==> src/rtl/pwb_pkg.sv <==
package pwb_pkg;
  typedef enum logic [1:0] {
    SEL_NONE  = 2'd0,
    SEL_RD    = 2'd1,
    SEL_DRAIN = 2'd2,
    SEL_PASS  = 2'd3
  } mem_sel_e;
endpackage

==> src/rtl/pwb_store.sv <==
// Entry store: shift-register FIFO (slot 0 oldest) with address match,
// in-place merge and a byte-wise lookup for read merging.
module pwb_store #(
  parameter int AW    = 16,
  parameter int DEPTH = 4,
  parameter int NB    = 4
) (
  input  logic              clk,
  input  logic              rst,
  input  logic              push,
  input  logic [AW-1:0]     push_addr,
  input  logic [8*NB-1:0]   push_data,
  input  logic [NB-1:0]     push_be,
  input  logic              pop,
  input  logic [AW-1:0]     look_addr,
  output logic              full,
  output logic              empty,
  output logic [AW-1:0]     head_addr,
  output logic [8*NB-1:0]   head_data,
  output logic [NB-1:0]     head_be,
  output logic [NB-1:0]     look_be,
  output logic [8*NB-1:0]   look_data
);
  localparam int DW = 8 * NB;
  localparam int IW = (DEPTH > 1) ? $clog2(DEPTH) : 1;
  localparam int CW = $clog2(DEPTH + 1);

  logic [DEPTH-1:0] vld, vld_n;
  logic [AW-1:0]    ea   [DEPTH];
  logic [AW-1:0]    ea_n [DEPTH];
  logic [DW-1:0]    ed   [DEPTH];
  logic [DW-1:0]    ed_n [DEPTH];
  logic [NB-1:0]    eb   [DEPTH];
  logic [NB-1:0]    eb_n [DEPTH];

  logic [DEPTH-1:0] hit_vec;
  logic             hit;
  logic [IW-1:0]    hit_idx;
  logic [CW-1:0]    cnt;
  logic [IW-1:0]    tgt;

  // The head is not a merge target in the cycle it leaves for memory.
  for (genvar i = 0; i < DEPTH; i++) begin : g_hit
    assign hit_vec[i] = vld[i] && (ea[i] == push_addr) && ((i != 0) || !pop);
  end

  always_comb begin
    hit     = 1'b0;
    hit_idx = '0;
    cnt     = '0;
    for (int i = 0; i < DEPTH; i++) begin
      cnt = cnt + CW'(vld[i]);
      if (hit_vec[i]) begin
        hit     = 1'b1;
        hit_idx = IW'(i);
      end
    end
  end

  always_comb begin
    vld_n = vld;
    for (int i = 0; i < DEPTH; i++) begin
      ea_n[i] = ea[i];
      ed_n[i] = ed[i];
      eb_n[i] = eb[i];
    end
    if (pop) begin
      for (int i = 0; i < DEPTH - 1; i++) begin
        ea_n[i] = ea[i+1];
        ed_n[i] = ed[i+1];
        eb_n[i] = eb[i+1];
      end
      eb_n[DEPTH-1] = '0;
      vld_n = {1'b0, vld[DEPTH-1:1]};
    end
    tgt = hit ? (hit_idx - IW'(pop)) : (IW'(cnt) - IW'(pop));
    if (push) begin
      if (!hit) begin
        vld_n[tgt] = 1'b1;
        ea_n[tgt]  = push_addr;
        eb_n[tgt]  = '0;
      end
      for (int b = 0; b < NB; b++) begin
        if (push_be[b]) ed_n[tgt][8*b +: 8] = push_data[8*b +: 8];
      end
      eb_n[tgt] = eb_n[tgt] | push_be;
    end
  end

  always_ff @(posedge clk) begin
    if (rst) begin
      vld <= '0;
      for (int i = 0; i < DEPTH; i++) eb[i] <= '0;
    end else begin
      vld <= vld_n;
      for (int i = 0; i < DEPTH; i++) eb[i] <= eb_n[i];
    end
  end

  always_ff @(posedge clk) begin
    for (int i = 0; i < DEPTH; i++) begin
      ea[i] <= ea_n[i];
      ed[i] <= ed_n[i];
    end
  end

  // Oldest to youngest, so a younger byte overrides an older one.
  always_comb begin
    look_be   = '0;
    look_data = '0;
    for (int i = 0; i < DEPTH; i++) begin
      if (vld[i] && (ea[i] == look_addr)) begin
        for (int b = 0; b < NB; b++) begin
          if (eb[i][b]) begin
            look_data[8*b +: 8] = ed[i][8*b +: 8];
            look_be[b]          = 1'b1;
          end
        end
      end
    end
  end

  assign full      = vld[DEPTH-1];
  assign empty     = !vld[0];
  assign head_addr = ea[0];
  assign head_data = ed[0];
  assign head_be   = eb[0];

  AST_NO_OVERFLOW: assert property (@(posedge clk) disable iff (rst) push |-> !full);
  AST_NO_UNDERFLOW: assert property (@(posedge clk) disable iff (rst) pop |-> !empty);
  AST_MERGE_NO_SLOT: assert property (@(posedge clk) disable iff (rst)
    (push && hit && !pop) |=> ($countones(vld) == $past($countones(vld))));
  for (genvar i = 0; i < DEPTH - 1; i++) begin : g_pack
    AST_PACKED: assert property (@(posedge clk) disable iff (rst) !vld[i] |-> !vld[i+1]);
  end
endmodule

==> src/rtl/pwb_arb.sv <==
// Memory port arbiter: the enable picks between read-first and write-first order.
module pwb_arb
  import pwb_pkg::*;
(
  input  logic     en,
  input  logic     rd_req,
  input  logic     wr_req,
  input  logic     empty,
  output mem_sel_e sel
);
  always_comb begin
    sel = SEL_NONE;
    if (en) begin
      if (rd_req)      sel = SEL_RD;
      else if (!empty) sel = SEL_DRAIN;
    end else begin
      if (!empty)      sel = SEL_DRAIN;
      else if (wr_req) sel = SEL_PASS;
      else if (rd_req) sel = SEL_RD;
    end
  end
endmodule

==> src/rtl/pwb_rdmerge.sv <==
// Holds the buffered-byte snapshot of the one outstanding read and
// overlays it on the memory return data.
module pwb_rdmerge #(
  parameter int NB = 4
) (
  input  logic            clk,
  input  logic            rst,
  input  logic            grant,
  input  logic [NB-1:0]   grant_be,
  input  logic [8*NB-1:0] grant_data,
  input  logic            mem_rvalid,
  input  logic [8*NB-1:0] mem_rdata,
  output logic            busy,
  output logic            out_valid,
  output logic [8*NB-1:0] out_data
);
  localparam int DW = 8 * NB;

  logic [NB-1:0] snap_be;
  logic [DW-1:0] snap_d;
  logic [DW-1:0] merged;

  always_ff @(posedge clk) begin
    if (grant) begin
      snap_be <= grant_be;
      snap_d  <= grant_data;
    end
  end

  always_comb begin
    for (int b = 0; b < NB; b++)
      merged[8*b +: 8] = snap_be[b] ? snap_d[8*b +: 8] : mem_rdata[8*b +: 8];
  end

  always_ff @(posedge clk) begin
    if (rst) begin
      busy      <= 1'b0;
      out_valid <= 1'b0;
      out_data  <= '0;
    end else begin
      if (grant)           busy <= 1'b1;
      else if (mem_rvalid) busy <= 1'b0;
      out_valid <= mem_rvalid && busy;
      if (mem_rvalid) out_data <= merged;
    end
  end

  AST_ONE_READ: assert property (@(posedge clk) disable iff (rst) busy |-> !grant);
  AST_RET_AFTER_MEM: assert property (@(posedge clk) disable iff (rst)
    out_valid |-> $past(mem_rvalid));
endmodule

==> src/rtl/pwb_top.sv <==
module pwb_top
  import pwb_pkg::*;
#(
  parameter int AW    = 16,
  parameter int DEPTH = 4,
  parameter int NB    = 4
) (
  input  logic            clk,
  input  logic            rst,
  input  logic            buf_en,
  input  logic            m_wr_valid,
  input  logic [AW-1:0]   m_wr_addr,
  input  logic [8*NB-1:0] m_wr_data,
  input  logic [NB-1:0]   m_wr_be,
  output logic            m_wr_ready,
  input  logic            m_rd_valid,
  input  logic [AW-1:0]   m_rd_addr,
  output logic            m_rd_ready,
  output logic            m_rd_rvalid,
  output logic [8*NB-1:0] m_rd_rdata,
  output logic            mem_req,
  output logic            mem_we,
  output logic [AW-1:0]   mem_addr,
  output logic [8*NB-1:0] mem_wdata,
  output logic [NB-1:0]   mem_be,
  input  logic            mem_gnt,
  input  logic            mem_rvalid,
  input  logic [8*NB-1:0] mem_rdata
);
  localparam int DW = 8 * NB;

  mem_sel_e      sel;
  logic          rd_busy, rd_req, push, pop, full, empty;
  logic [AW-1:0] head_addr;
  logic [DW-1:0] head_data, look_data;
  logic [NB-1:0] head_be, look_be;

  assign rd_req = m_rd_valid && !rd_busy;
  assign push   = buf_en && m_wr_valid && !full;
  assign pop    = (sel == SEL_DRAIN) && mem_gnt;

  pwb_arb u_arb (
    .en     (buf_en),
    .rd_req (rd_req),
    .wr_req (m_wr_valid),
    .empty  (empty),
    .sel    (sel)
  );

  pwb_store #(.AW(AW), .DEPTH(DEPTH), .NB(NB)) u_store (
    .clk       (clk),
    .rst       (rst),
    .push      (push),
    .push_addr (m_wr_addr),
    .push_data (m_wr_data),
    .push_be   (m_wr_be),
    .pop       (pop),
    .look_addr (m_rd_addr),
    .full      (full),
    .empty     (empty),
    .head_addr (head_addr),
    .head_data (head_data),
    .head_be   (head_be),
    .look_be   (look_be),
    .look_data (look_data)
  );

  pwb_rdmerge #(.NB(NB)) u_rdm (
    .clk        (clk),
    .rst        (rst),
    .grant      (m_rd_ready),
    .grant_be   (look_be),
    .grant_data (look_data),
    .mem_rvalid (mem_rvalid),
    .mem_rdata  (mem_rdata),
    .busy       (rd_busy),
    .out_valid  (m_rd_rvalid),
    .out_data   (m_rd_rdata)
  );

  assign m_wr_ready = buf_en ? !full : ((sel == SEL_PASS) && mem_gnt);
  assign m_rd_ready = (sel == SEL_RD) && mem_gnt;
  assign mem_req    = (sel != SEL_NONE);
  assign mem_we     = (sel == SEL_DRAIN) || (sel == SEL_PASS);

  always_comb begin
    case (sel)
      SEL_RD: begin
        mem_addr = m_rd_addr; mem_wdata = '0;        mem_be = '1;
      end
      SEL_DRAIN: begin
        mem_addr = head_addr; mem_wdata = head_data; mem_be = head_be;
      end
      SEL_PASS: begin
        mem_addr = m_wr_addr; mem_wdata = m_wr_data; mem_be = m_wr_be;
      end
      default: begin
        mem_addr = '0;        mem_wdata = '0;        mem_be = '0;
      end
    endcase
  end

  AST_READ_FIRST: assert property (@(posedge clk) disable iff (rst)
    (buf_en && m_rd_valid && !rd_busy && mem_req) |-> !mem_we);
  AST_PASS_DIRECT: assert property (@(posedge clk) disable iff (rst)
    (!buf_en && m_wr_valid && m_wr_ready) |-> (mem_we && mem_addr == m_wr_addr
                                               && mem_wdata == m_wr_data));
  AST_ACK_WHEN_ROOM: assert property (@(posedge clk) disable iff (rst)
    (buf_en && m_wr_valid && !full) |-> m_wr_ready);
endmodule

==> config.mk <==
export PLATFORM = sky130hd
export DESIGN_NAME = pwb_top
export DESIGN_NICKNAME = d
export VERILOG_FILES = /design/src/rtl/pwb_pkg.sv /design/src/rtl/pwb_store.sv /design/src/rtl/pwb_arb.sv /design/src/rtl/pwb_rdmerge.sv /design/src/rtl/pwb_top.sv
export SDC_FILE = /design/constraint.sdc
export NUM_CORES = 1
export LEC_CHECK = 0
export BUFFER_PORTS_ARGS = -buffer_cell sky130_fd_sc_hd__buf_2
export CAP_MARGIN = 25
export CORE_MARGIN = 3
export CORE_UTILIZATION = 30
export DETAILED_ROUTE_END_ITERATION = 16
export PLACE_DENSITY_LB_ADDON = 0.05
export SLEW_MARGIN = 0
export SYNTH_ARGS = -nofsm -noshare
export SYNTH_HDL_FRONTEND = slang
export SYNTH_HIERARCHICAL = 1
export SYNTH_SLANG_ARGS = --single-unit
==> constraint.sdc <==
create_clock -name clk -period 4.6 [get_ports clk]
set_clock_uncertainty 0.15 [all_clocks]
set_input_delay 0.69 -clock clk [delete_from_list [all_inputs] [get_ports clk]]
set_output_delay 0.69 -clock clk [all_outputs]
set_load 0.1 [all_outputs]
==> results.json, run 1 <==
{
  "outcome": "finished clean",
  "yosysMostFrequentCell": "mux2_2",
  "fillers": 5172,
  "dieHeight_um": 237,
  "grt_setup_unrepaired": "false",
  "start_util_pct": 30.4,
  "reg2regPathDepth": 11,
  "design_power_total_mw": 10.6,
  "cp_num_buf_inv": 2,
  "cts_htree_levels": 2,
  "routabilityCongestion": 0.869,
  "critPathKind": "reg -> reg",
  "top_usage_layer": "met2",
  "vias": 11784,
  "dr.pass1.iters": 5,
  "crit_fanout": 4,
  "synth_top_family_by_area": "multiplexers",
  "max_freq_ghz": 0.229,
  "syn_nets": 1529,
  "grt_pass1_wl_um": 78100,
  "placementRows": 84,
  "slew_viol_final": 0,
  "drtIter0Drc": 605,
  "min_period_ns": 4.37,
  "post_cts_buffers": 0,
  "routedWlPerCell_um": 21.8,
  "synth_fa_ha_area_share_pct": 0.437,
  "clock-root-buffer": "clkbuf_16",
  "synthCells": 1417,
  "finalSetupViolations": 0,
  "ctsLongestPathBuffers": 3,
  "nNetsFinal": 1760,
  "maxCapViolCount": 0,
  "power.ir.vdd_worst_v": 0.000242,
  "wl_um": 51500,
  "synth_top_area_share_pct": 24.7,
  "final_core_util_pct": 37.5,
  "grt_pass1_vias": 12116,
  "yosysSeqAreaShare_pct": 40.5,
  "ys.flop_type": "dfxtp_1",
  "crit_path_top_delay_cell": "or4_1",
  "cp-start-kind": "register",
  "p_leak_nw": 7.84,
  "crit_arrival_ns": 4.65,
  "yosys.area_share.simple_pct": 9.84,
  "cts_tree": "done",
  "dp_hpwl_um": 36400,
  "synthTopCellsByCount": "324 x mux2_2, 198 x dfxtp_1, 88 x xor2_1",
  "r2r-start": "u_store/ea[1][7]",
  "cp_top_family": "simple AND/OR/NAND/NOR gates",
  "yosys.cell_types.count": 66,
  "endpoint_kind": "register",
  "worst_slew_pin_slew_ns": 1.02,
  "async_flop_share_pct": 0,
  "finalCritPeriodShare_pct": 95.0,
  "cts_buffers": 37,
  "via_per_inst": 4.98,
  "clk_latency_ns": 0.55,
  "synth-edff-count": 84,
  "slew_headroom_pct": 32.0,
  "min_path_cells": 1,
  "syn_avg_cell_area_um2": 11.3,
  "grt_antenna_before_repair": 1,
  "global_route.usage.met2_pct": 29.5,
  "use_met1_pct": 25.3,
  "io_pins": 196,
  "hold_viol_final": 0,
  "grt_max_degree": 170,
  "synth_compound_area_share_pct": 8.88,
  "overflow": 0,
  "cp_cell_sequence": "xor2_1 > or4_1 > or4_1 > o32a_1 > ha_1 > o21ai_0 > a2111oi_4 > buf_4 > nor2b_1 > buf_4 > mux2_2",
  "grt_usage_pct": 18.1,
  "fp.dieW_um": 237,
  "min-delay-start": "m_wr_data[31]",
  "startpoint": "u_store/ea[1][7]",
  "port_buffers": 195,
  "clk_pin_slew_ns": 0.06,
  "path_depth": 11,
  "slowest_delay_ns": 0.61,
  "netlist_top_cells_area": "dfxtp_1 25%, mux2_2 23%, edfxtp_1 16%",
  "fp.dieArea_um2": 56200,
  "synth.largest_area_cell": "dfxtp_1",
  "drc_errors": 0,
  "muxShareOfSynthArea_pct": 29.6,
  "drive_above_1_share_pct": 43.0,
  "critPathRequiredTime_ns": 4.88,
  "synthesis.area_um2": 16000,
  "yosys.area_share.xor_xnor_pct": 7.11,
  "grt_use_met3_pct": 2.97,
  "hold_path.class": "in -> reg",
  "cts.sinks": 282,
  "syn2layout_area_growth_pct": 23.1,
  "power_density_nw_per_um2": 539,
  "core_area_um2": 52700,
  "yosys_warnings": 6,
  "ys_ff_latch": 282,
  "postRouteAntennaNets": 0
}
[report_power, final]
group | switching [mW] | leakage, nW | internal (mW)
sequential | 0.678 | 2.44 | 3.29
clock | 1.12 | 0.590 | 1.72
combinational | 2.11 | 4.81 | 1.70
[placed cells by master, fill, tap and decap left out, drive strengths merged, types with 6 or more instances in the layout]
cell type / count
clkbuf: 56
clkinv: 8
a211oi: 36
or4: 11
mux2i: 86
xor2: 88
a22o: 53
buf: 286
edfxtp: 84
nor2: 62
nor4: 20
nand2: 42
a31oi: 10
nand3: 13
xnor2: 42
o21a: 8
o21ai: 6
inv: 22
and3: 8
a21oi: 45
mux2: 340
nor3: 35
nor2b: 40
nand4: 17
dfxtp: 198
[metrics by stage]
step / std cells / hold WS [ns] / cell area, um2 / setup slack (ns) / setup TNS [ns]
6_report: 2365 / 0.237 / 19700 / 0.229 / 0
5_1_grt: 2364 / 0.217 / 19700 / 0.0414 / 0
4_1_cts: 2363 / 0.201 / 19700 / 0.237 / 0
3_5_place_dp: 2296 / 0.328 / 18500 / -0.179 / -9.89
3_3_place_gp: 2296 / 0.322 / 18500 / -0.138 / -7.17
2_1_floorplan: 1417 / 0.314 / 16200 / -0.143 / -4.64
[cells by family (layout without fill, tap and decap cells)]
| family | count (synthesis) | after routing |
|---|---|---|
| multiplexers | 426 | 426 |
| XOR/XNOR | 130 | 130 |
| other | 0 | 1 |
| AO/OA/AOI/OAI | 186 | 186 |
| buffers and inverters | 115 | 374 |
| AND/OR/NAND/NOR | 273 | 273 |
| adder cells (fa/ha/maj) | 5 | 5 |
| flip-flops | 282 | 282 |
[worst paths after layout]
kind / to / slack (ns)
worst max-delay path: u_store/ed[2][21] / 0.23
worst min-delay path: register / 0.24
worst max register to register: u_store/ed[2][21] / 0.23
worst min register to register: u_rdm/out_data[4] / 0.33
[area by class of cell]
class	instances	area, um2	share of cell area [%]
Clock buffer	56	1110	5.63
Sequential cell	282	6490	32.9
Antenna cell	1	2.50	0.0127
Clock inverter	11	83.8	0.425
Multi-Input combinational cell	1020	9130	46.3
Tap cell	688	861	4.36
Inverter	21	82.6	0.419
Timing Repair Buffer	286	1970	10.0
[routing by layer]
layer  vias to the layer above  wire length, um
met3                        43             2100
li1                       5728                -
met2                       237            24000
met5                         -                0
met4                         0              643
met1                      5776            24800
[worst register-to-register path: cells and delay by family (launching register included)]
| family | cells | cell delay [ns] |
|---|---|---|
| and+or+nand+nor | 3 | 1.41 |
| AOI/OAI and AO/OA | 3 | 1.07 |
| buffers and inverters | 2 | 0.41 |
| DFF | 1 | 0.41 |
| adders and majority gates | 1 | 0.33 |
| muxes | 1 | 0.33 |
| xor gates and xnor gates | 1 | 0.13 |
[repair_timing]
| action | CTS | global route |
|---|---|---|
| endpoints found under the setup margin | 0 | 16 |
| hold buffers | 0 | 0 |
| gates resized for setup | 0 | 1 |
No activity file was read; power rests on OpenSTA's default activity.
==> run 2, diff against run 1 <==
- PLACE_DENSITY_LB_ADDON: 0.05 -> default
==> run 2 against run 1 <==
Compared with the run above:
- core utilization about the same
- power increased by 0.84%
- flip-flop and latch count unchanged
- routed wire length down 8.4%
- register-to-register slack gained 0.04 ns
- critical endpoint is now u_store/ed[2][6]
==> results.json, run 2 (same netlist as run 1, synthesis figures left out) <==
{
  "outcome": "finished clean",
  "max_freq_ghz": 0.231,
  "slew_headroom_pct": 32.5,
  "cp_cell_sequence": "xor2_1 > or4_1 > or4_1 > o32a_1 > ha_1 > o21ai_0 > a2111oi_4 > buf_4 > nor2b_1 > buf_4 > mux2_2",
  "power.ir.vdd_worst_v": 0.000329,
  "grt_pass1_wl_um": 71500,
  "drc_errors": 0,
  "hold_path.class": "in -> reg",
  "syn2layout_area_growth_pct": 23.2,
  "grt_max_degree": 61,
  "ctsLongestPathBuffers": 3,
  "fp.dieW_um": 237,
  "slew_viol_final": 0,
  "finalSetupViolations": 0,
  "start_util_pct": 30.4,
  "dieHeight_um": 237,
  "via_per_inst": 5.03,
  "ff2ff_setup_slack_ns": 0.27,
  "post_cts_buffers": 0,
  "clock-root-buffer": "clkbuf_16",
  "seq_area_um2": 6490,
  "slowest_delay_ns": 0.59,
  "crit_arrival_ns": 4.59,
  "vias": 11915,
  "cts_tree": "done",
  "maxCapViolCount": 0,
  "fillers": 5174,
  "fp.dieArea_um2": 56200,
  "worst_slew_pin_slew_ns": 1.01,
  "nNetsFinal": 1762,
  "startpoint": "u_store/ea[1][7]",
  "clk_latency_ns": 0.56,
  "grt_antenna_before_repair": 4,
  "cp-start-kind": "register",
  "r2r-end": "u_store/ed[2][6]",
  "critPathKind": "reg -> reg",
  "hold_ws_ns": 0.214,
  "clk_pin_slew_ns": 0.06,
  "reg2regPathDepth": 11,
  "multi_input_area_um2": 9120,
  "dr.pass1.iters": 7,
  "routabilityCongestion": 0.923,
  "min_period_ns": 4.33,
  "dp_hpwl_um": 34200,
  "power_density_nw_per_um2": 543,
  "placementRows": 84,
  "core_area_um2": 52700,
  "hold_viol_final": 0,
  "endpoint_kind": "register",
  "grt_usage_pct": 16.2,
  "overflow": 0,
  "grt_pass1_vias": 12080,
  "cts_buffers": 37,
  "crit_fanout": 8,
  "postRouteAntennaNets": 0,
  "cts_htree_levels": 2,
  "port_buffers": 195,
  "cts.sinks": 282,
  "layout.cells.non_filler": 2369,
  "io_pins": 196,
  "layout_common_cells": "306 x mux2_2, 198 x dfxtp_1, 195 x buf_2",
  "wl_um": 47200,
  "place_inst": 2299,
  "crit_path_top_delay_cell": "or4_1",
  "min-delay-start": "m_wr_data[26]",
  "crit_end": "u_store/ed[2][6]",
  "holdBufCountCts": 0,
  "drive_above_1_share_pct": 43.3,
  "r2r-start": "u_store/ea[1][7]",
  "critPathRequiredTime_ns": 4.85,
  "cts_resized": 0,
  "drtIter0Drc": 690,
  "final_common_cell": "mux2_2",
  "p_leak_nw": 7.86,
  "routedWlPerCell_um": 19.9,
  "finalCritPeriodShare_pct": 94.2,
  "grt_setup_unrepaired": "false"
}
[run 2: cell types whose count changed in the layout (fill, tap and decap cells not counted), sizes merged]
cell,delta
diode,+2
buf,+2
bufinv,+4
clkbuf,-8
clkinv,+1
clkinvlp,+2
inv,+1
[run 2: final cells by class]
| type | count | share of cell area (%) |
|---|---|---|
| well taps | 688 | 4.36 |
| flip-flops and latches | 282 | 32.9 |
| repair buffers | 288 | 9.56 |
| clock buffers | 48 | 5.22 |
| clock inverters | 19 | 1.32 |
| multi-input cells | 1020 | 46.2 |
| inverters | 21 | 0.418 |
| diodes | 3 | 0.0380 |
[run 2: critical path, delay by kind of cell, from the launching register on]
kind / cells / cell delay [ns]
muxes: 1 / 0.35
adders and majority gates: 1 / 0.36
buffers and inverters: 2 / 0.45
AOI/OAI and AO/OA: 3 / 0.93
DFF: 1 / 0.44
and+or+nand+nor: 3 / 1.33
xor gates and xnor gates: 1 / 0.16
[run 2: how the worst min path moves through the flow]
stage                         end  slack [ns]  cells past startpoint
6_report                 register        0.21                      1
5_1_grt                  register        0.21                      1
4_1_cts                  register        0.18                      1
3_5_place_dp   u_rdm/out_data[13]        0.33                      2
3_3_place_gp    u_rdm/out_data[8]        0.32                      2
2_1_floorplan     u_rdm/out_valid        0.31                      2
[run 2: through the flow]
| stage | worst slack [ns] | utilization [%] | total power, mW | TNS, ns | cell area, um2 |
|---|---|---|---|---|---|
| finish | 0.265 | 37.5 | 10.7 | 0 | 19700 |
| global route | 0.0766 | 37.5 | 11.2 | 0 | 19700 |
| CTS | 0.295 | 37.5 | 10.8 | 0 | 19700 |
| detailed placement | -0.0973 | 35.0 | 7.70 | -1.19 | 18400 |
| global placement | -0.0795 | 35.0 | 7.60 | -0.525 | 18400 |
| floorplan | -0.143 | - | 6.73 | -4.64 | 16200 |
[run 2: power breakdown]
group / internal, mW / switching (mW)
combinational: 1.68 / 2.02
sequential: 3.29 / 0.685
clock: 1.88 / 1.17
[run 2: metal layers]
layer / GRT usage [%] / share of wire (%)
met1: 20.8 / 44
met2: 27.4 / 48
met3: 3.45 / 5.6
met4: 4.98 / 2.4
met5: 0 / 0.066
==> run 3, diff against run 2 <==
- CTS_BUF_LIST: default -> sky130_fd_sc_hd__clkbuf_8
==> run 3 against run 2 <==
Compared with the run above:
- cell count is 1.4% higher
- flip-flop and latch count stayed put
- worst setup slack better by 0.014 ns
- non-clock buffer count stayed put
- count of clock-buffer cells in the layout is 13 higher
- core utilization is 0.47 points lower
- die area stayed put
- via count is 1.3% higher
- combinational power hardly changed
- worst hold slack worse by 0.053 ns
- final area is 1.3% lower
- largest power group unchanged
==> results.json, run 3 (same netlist as run 1, synthesis figures left out) <==
{
  "outcome": "finished clean",
  "p_leak_nw": 7.83,
  "wl_um": 47500,
  "via_per_inst": 5.02,
  "routabilityCongestion": 0.923,
  "crit_arrival_ns": 4.67,
  "finalCritPeriodShare_pct": 93.9,
  "placementRows": 84,
  "power.ir.vdd_worst_v": 0.000300,
  "fp.dieW_um": 237,
  "clk_pin_slew_ns": 0.06,
  "io_pins": 196,
  "final_common_cell": "mux2_2",
  "finalSetupViolations": 0,
  "max_freq_ghz": 0.231,
  "crit_fanout": 8,
  "finalInstanceArea_um2": 19500,
  "core_area_um2": 52700,
  "design_power_total_mw": 10.1,
  "overflow": 0,
  "hold_viol_final": 0,
  "cp-start-kind": "register",
  "maxCapViolCount": 0,
  "drc_errors": 0,
  "cts_resized": 0,
  "start_util_pct": 30.4,
  "fillers": 5188,
  "clk_latency_ns": 0.62,
  "final_core_util_pct": 37.0,
  "grt_usage_pct": 16.3,
  "dieHeight_um": 237,
  "hold_path.class": "in -> reg",
  "drive_above_1_share_pct": 43.4,
  "grt_pass1_vias": 12254,
  "clock-root-buffer": "clkbuf_8",
  "postRouteAntennaNets": 0,
  "dr.pass1.iters": 5,
  "grt_setup_unrepaired": "false",
  "cts_tree": "done",
  "port_buffers": 195,
  "routedWlPerCell_um": 19.8,
  "dp_hpwl_um": 34200,
  "cts_buffers": 53,
  "drtIter0Drc": 747,
  "critPathKind": "reg -> reg",
  "hold_ws_ns": 0.161,
  "cts.sinks": 282,
  "slew_viol_final": 0,
  "grt_max_degree": 61,
  "vias": 12070,
  "syn2layout_area_growth_pct": 21.6,
  "cts_htree_levels": 2,
  "endpoint_kind": "register",
  "grt_pass1_wl_um": 72000,
  "post_cts_buffers": 0,
  "nNetsFinal": 1778,
  "worst_slew_pin_slew_ns": 1.01,
  "slew_headroom_pct": 32.8,
  "layout_common_cells": "306 x mux2_2, 198 x dfxtp_1, 195 x buf_2",
  "critPathRequiredTime_ns": 4.95,
  "ctsLongestPathBuffers": 3,
  "detailed_place.area_um2": 18400,
  "power_density_nw_per_um2": 516,
  "holdBufCountCts": 0,
  "fp.dieArea_um2": 56200,
  "grt_antenna_before_repair": 3,
  "min_period_ns": 4.32
}
## run 3: power breakdown
| part | switching [mW] | total [mW] | internal, mW |
|---|---|---|---|
| clock | 1.12 | 2.39 | 1.27 |
| combinational | 2.02 | 3.69 | 1.68 |
| sequential | 0.682 | 3.97 | 3.29 |
## run 3: area by class of cell
cell class | instances | area [um2] | area share [%]
inverters | 21 | 82.6 | 0.424
multi-input cells | 1020 | 9120 | 46.8
clock buffers | 61 | 840 | 4.31
flip-flops and latches | 282 | 6490 | 33.3
well taps | 688 | 861 | 4.42
clock inverters | 39 | 201 | 1.03
repair buffers | 288 | 1890 | 9.68
diodes | 3 | 7.51 | 0.0385
## run 3: worst paths after layout
kind | to | startpoint | slack (ns) | cells after the start
worst max register to register | u_store/ed[2][6] | u_store/ea[1][1] | 0.28 | 11
worst min register to register | u_rdm/out_data[13] | u_rdm/out_data[13] | 0.34 | 2
worst max-delay path | u_store/ed[2][6] | u_store/ea[1][1] | 0.28 | 11
worst min-delay path | register | m_wr_data[31] | 0.16 | 1
## run 3: stage by stage
| step | worst slack [ns] | std cells | setup TNS (ns) |
|---|---|---|---|
| final | 0.279 | 2402 | 0 |
| after global routing | 0.0651 | 2400 | 0 |
| after CTS | 0.221 | 2399 | 0 |
| after detailed placement | -0.0973 | 2299 | -1.19 |
| after global placement | -0.0795 | 2298 | -0.525 |
| after floorplan | -0.143 | 1417 | -4.64 |
## run 3: critical path, cell delays in order (launching register included)
cell	delay, ns
dfxtp_1	0.43
xor2_1	0.17
or4_1	0.54
or4_1	0.60
o32a_1	0.42
ha_1	0.37
o21ai_0	0.19
a2111oi_4	0.35
buf_4	0.23
nor2b_1	0.18
buf_4	0.22
mux2_2	0.36
## run 3: metal layers
layer	GRT usage (%)	routed length, um
met1	20.9	20900
met3	3.25	2720
met4	5.44	1200
met2	27.4	22700
met5	0	17
